==> src/rtl/srcg_ctrl.sv <==
module srcg_ctrl #(
  parameter int DATA_W = 16,
  parameter logic [DATA_W-3:0] CFG_DEFAULT = '0,
  parameter int GATE_DELAY = 4
) (
  input  logic              clk,
  input  logic              rst_n,
  input  logic              wr_en,
  input  logic [DATA_W-1:0] wr_data,
  input  logic              set_en,
  input  logic [DATA_W-1:0] set_data,
  input  logic              clr_en,
  input  logic [DATA_W-1:0] clr_data,
  output logic [DATA_W-1:0] rd_data,
  output logic [DATA_W-3:0] cfg_out,
  output logic              func_clk_en,
  output logic              func_srst
);
  localparam int SRST_BIT = DATA_W - 1;
  localparam int GATE_BIT = DATA_W - 2;
  localparam int CFG_W    = DATA_W - 2;
  localparam int CNT_W    = $clog2(GATE_DELAY + 1);
  localparam logic [CNT_W-1:0] CNT_LAST = CNT_W'(GATE_DELAY - 1);
  localparam logic [CNT_W-1:0] CNT_SAT  = CNT_W'(GATE_DELAY);

  logic             srst_q, gate_q;
  logic [CFG_W-1:0] cfg_q;
  logic [CNT_W-1:0] cnt_q;
  logic [DATA_W-1:0] nxt;
  logic             drained;

  assign rd_data     = {srst_q, gate_q, cfg_q};
  assign cfg_out     = cfg_q;
  assign func_clk_en = ~gate_q;
  assign func_srst   = srst_q;
  assign drained     = (cnt_q == CNT_LAST);

  always_comb begin
    nxt = wr_en ? wr_data : rd_data;
    if (set_en) nxt = nxt | set_data;
    if (clr_en) nxt = nxt & ~clr_data;
  end

  always_ff @(posedge clk or negedge rst_n) begin
    if (!rst_n) begin
      srst_q <= 1'b0;
      gate_q <= 1'b0;
      cfg_q  <= CFG_DEFAULT;
      cnt_q  <= '0;
    end else begin
      srst_q <= nxt[SRST_BIT];
      if (srst_q) begin
        cfg_q  <= CFG_DEFAULT;
        gate_q <= gate_q | nxt[GATE_BIT] | drained;
        if (cnt_q != CNT_SAT) cnt_q <= cnt_q + 1'b1;
      end else begin
        cfg_q  <= nxt[CFG_W-1:0];
        gate_q <= nxt[GATE_BIT];
        cnt_q  <= '0;
      end
    end
  end
endmodule

==> config.mk <==
export PLATFORM = sky130hd
export DESIGN_NAME = srcg_ctrl
export DESIGN_NICKNAME = d
export VERILOG_FILES = /design/src/rtl/srcg_ctrl.sv
export SDC_FILE = /design/constraint.sdc
export NUM_CORES = 1
export LEC_CHECK = 0
export BUFFER_PORTS_ARGS = -buffer_cell sky130_fd_sc_hd__buf_2
export CORE_MARGIN = 2
export CORE_UTILIZATION = 25
export CTS_BUF_LIST = sky130_fd_sc_hd__clkbuf_16
export DETAILED_ROUTE_END_ITERATION = 8
export HOLD_SLACK_MARGIN = 0.15
export PLACE_DENSITY = 0.52
export SETUP_SLACK_MARGIN = 0.02
export SLEW_MARGIN = 10
export SYNTH_ARGS = -nofsm -noshare
export SYNTH_HDL_FRONTEND = slang
export SYNTH_SLANG_ARGS = --single-unit
==> constraint.sdc <==
create_clock -name clk -period 2.1 [get_ports clk]
set_input_delay 0.315 -clock clk [delete_from_list [all_inputs] [get_ports clk]]
set_output_delay 0.315 -clock clk [all_outputs]
set_load 0.02 [all_outputs]
==> results.yml <==
worst_setup_path:
  max_stage_delay_ns: 0.54
  path_cells: "buf_2"
  worstSetupPathType: "reg2out"
  worstPathMaxFanout: 11
  timing.rr.end: "func_srst$_DFF_PN0_"
  reg2reg_depth: 3
  crit_required_ns: 1.78
  cp_num_buf_inv: 1
  critPathSlowestCell: "dfrtp_1"
  crit_family: "flip-flops"
  worst_setup_path_start_kind: "register"
  crit_arrival_ns: 1.02
  worstReg2RegStart: "func_srst$_DFF_PN0_"
  regToRegSetupSlack_ns: 0.96
  critPathCaptureType: "output port"
timing:
  max_slew_margin_pct: 66.25
  hold_viol: 0
  timing.final.crit_share_pct: 63.58
  slew_violations: 0
  fmax_mhz: 748.9
  setup_violations: 0
  layout_min_cycle_time_ns: 1.335
  skew_ns: 0.0005101
  setup-tns-final_ns: 0
  rsz0062_at_grt: "no"
  tightest_slew_ns: 0.5062
place:
  io_buffers: 84
  placed_area_sq_mm: 0.001491
  dp_hpwl_um: 2271
  gp_congestion: 0.6912
synth:
  synthAdderAreaFrac_pct: 3.178
  synthTopCellsByArea: "dfrtp_1 (40%), mux2i_1 (13%), a221oi_2 (11%), buf_4 (11%), nand2_1 (5.7%)"
  ys_ff_latch: 19
  synth_edf_count: 0
  yosysMostFrequentCell: "dfrtp_1"
  yosysWarnings: 0
  syn_area_per_cell_sq_um: 11.04
  yosysSeqAreaShare_pct: 40.25
  synth_xor_area_share_pct: 0.7415
  netlist_area_sq_mm: 0.001181
  async_flop_share_pct: 100.0
  syn_nets: 163
  syn_inst: 107
  synthFlopType: "dfrtp_1"
  synthTopCellsByCount: "dfrtp_1 (19), buf_4 (18), nand2_1 (18), mux2i_1 (15), a221oi_2 (9)"
  synth_top_family_by_area: "compound AO/OA/AOI/OAI gates"
  yosys.area_share.simple_pct: 7.415
  synth_top_cell_by_area: "dfrtp_1"
  synth-compound-area-share_pct: 18.75
  synthMuxAreaShare_pct: 12.71
  synth_top_area_share_pct: 40.25
  yosysUniqueCellTypes: 21
drt:
  wl_um: 2925
  drtAntennaViolNets: 0
  avgViaCountPerCell: 4.493
  drt_iter0_drc: 58
  firstDrtPassIters: 4
  num_vias: 1020
  wl_per_cell_um: 12.89
  drc_errors: 0
global_routing:
  grt_pass1_wl_um: 4471
  antenna_found_initial: 0
  grt_pass1_vias: 967
  grt_start_max_net_pins: 20
  grtUsageTotal_pct: 11.03
  grt_overflow: 0
clock_tree:
  cts_max_level: 1
  cts-resized-gates: 0
  cts_made_buffers: 3
  cts-root-buf: "clkbuf_16"
  cts_sinks: 19
  cts_buffer_depth: 2
  cts.clk_slew.worst_paths_ns: 0.05
  cts_tree: "built"
  clkLatencyLatePin_ns: 0.25
outcome:
  status: "complete, no violations"
worst_hold_path:
  hold_depth: 2
  min_to: "func_srst$_DFF_PN0_"
  min-delay-start: "clr_data[15]"
  hp-class: "in2reg"
floorplan:
  die_area_sq_mm: 0.005290
  core_area_sq_mm: 0.004629
  fp.dieH_um: 72.74
  rows: 25
  io_pins: 85
  start_util_pct: 25.51
  chipWidth_um: 72.74
power:
  power_frac_comb_pct: 29.5
  ir_worst_vdd_mv: 0.2645
  swShare_pct: 31.98
  p_int_mw: 0.8124
  p_clk_share_pct: 33.1
  pwr_density_cell_mw_per_mm2: 755.2
  p_sw_mw: 0.3819
  power.share.sequential_pct: 37.5
  p_leak_nw: 0.8670
cells_and_area:
  antenna_cells: 0
  final_nets: 230
  fin_area_sq_mm: 0.001582
  syn_to_final_growth_pct: 33.90
  drive_above_1_share_pct: 57.23
run:
  drv_cap: 0
==> stage by stage <==
| step | power, mW | util (%) | worst slack, ns | hold slack [ns] | cells |
|---|---|---|---|---|---|
| after floorplan | 0.7165 | - | 0.9141 | 0.01941 | 107 |
| after global placement | 0.8119 | 32.22 | 0.6865 | 0.2861 | 222 |
| after detailed placement | 0.8099 | 32.22 | 0.6538 | 0.2902 | 222 |
| after CTS | 1.211 | 34.16 | 0.7373 | 0.2315 | 227 |
| after global routing | 1.263 | 34.16 | 0.6822 | 0.2395 | 227 |
| final | 1.194 | 34.16 | 0.7648 | 0.2354 | 227 |
==> worst register-to-register path, cell delays in order, from the launching register on <==
cell and delay, ns:
dfrtp_1 0.49, and2b_2 0.25, a221oi_1 0.20, a21oi_1 0.06
==> power groups by stage <==
stage | Clock [mW] | Combinational (mW) | Sequential [mW]
global route | 0.416 | 0.391 | 0.456
detailed placement | 0 | 0.355 | 0.455
finish | 0.395 | 0.352 | 0.448
floorplan | 0 | 0.232 | 0.484
CTS | 0.405 | 0.357 | 0.449
global placement | 0 | 0.356 | 0.456
==> flip-flops by register name (all words and copies together), names as in the netlist <==
name	count
cnt_q	3
func_srst	1
gate_q	1
cfg_out	14
==> worst max path at each step <==
stage | startpoint | end | slack (ns) | depth (start not counted)
after global routing | func_srst$_DFF_PN0_ | func_srst | 0.68 | 1
after global placement | wr_en | func_srst$_DFF_PN0_ | 0.69 | 4
final | func_srst$_DFF_PN0_ | func_srst | 0.76 | 1
after floorplan | func_srst$_DFF_PN0_ | func_srst$_DFF_PN0_ | 0.91 | 4
after CTS | func_srst$_DFF_PN0_ | func_srst | 0.74 | 1
after detailed placement | wr_en | func_srst$_DFF_PN0_ | 0.65 | 4
==> layer usage <==
metal	wire (um)	up-vias	track usage, %
li1	-	495	-
met1	1326	470	14.18
met2	1299	51	17.37
met3	258	4	2.901
met4	40	0	4.938
met5	0	-	0
==> cells by family after synthesis <==
group                    after synthesis
buffers and inverters                 28
XOR/XNOR                               1
flip-flops                            19
AO/OA/AOI/OAI                         20
multiplexers                          15
AND/OR/NAND/NOR                       21
adder cells (fa/ha/maj)                3
==> placed cells by master (no fill, tap or decap), drive strengths merged <==
master,count
buf,85
ha,3
mux2i,15
nand3,1
clkbuf,3
nand2,18
a221oi,15
dfrtp,19
clkinv,1
xnor2,1
and2,1
a21oi,1
inv,4
and2b,1
a22o,1
dlygate4sd3,1
o21ai,1
a21boi,2
==> cell type report <==
cell class / instances / area, sq um
inverters: 4 / 15.01
clock buffers: 3 / 75.07
flip-flops and latches: 19 / 475.5
fillers: 499 / 3048
multi-input cells: 60 / 505.5
clock inverters: 1 / 5.005
repair buffers: 86 / 437.9
well taps: 54 / 67.56
==> timing repair <==
action,4_1_cts,5_1_grt
hold buffers,1,0
buffers inserted,0,0
endpoints found under the hold margin,19,0
Note: power is estimated with default switching activity, not from simulation.
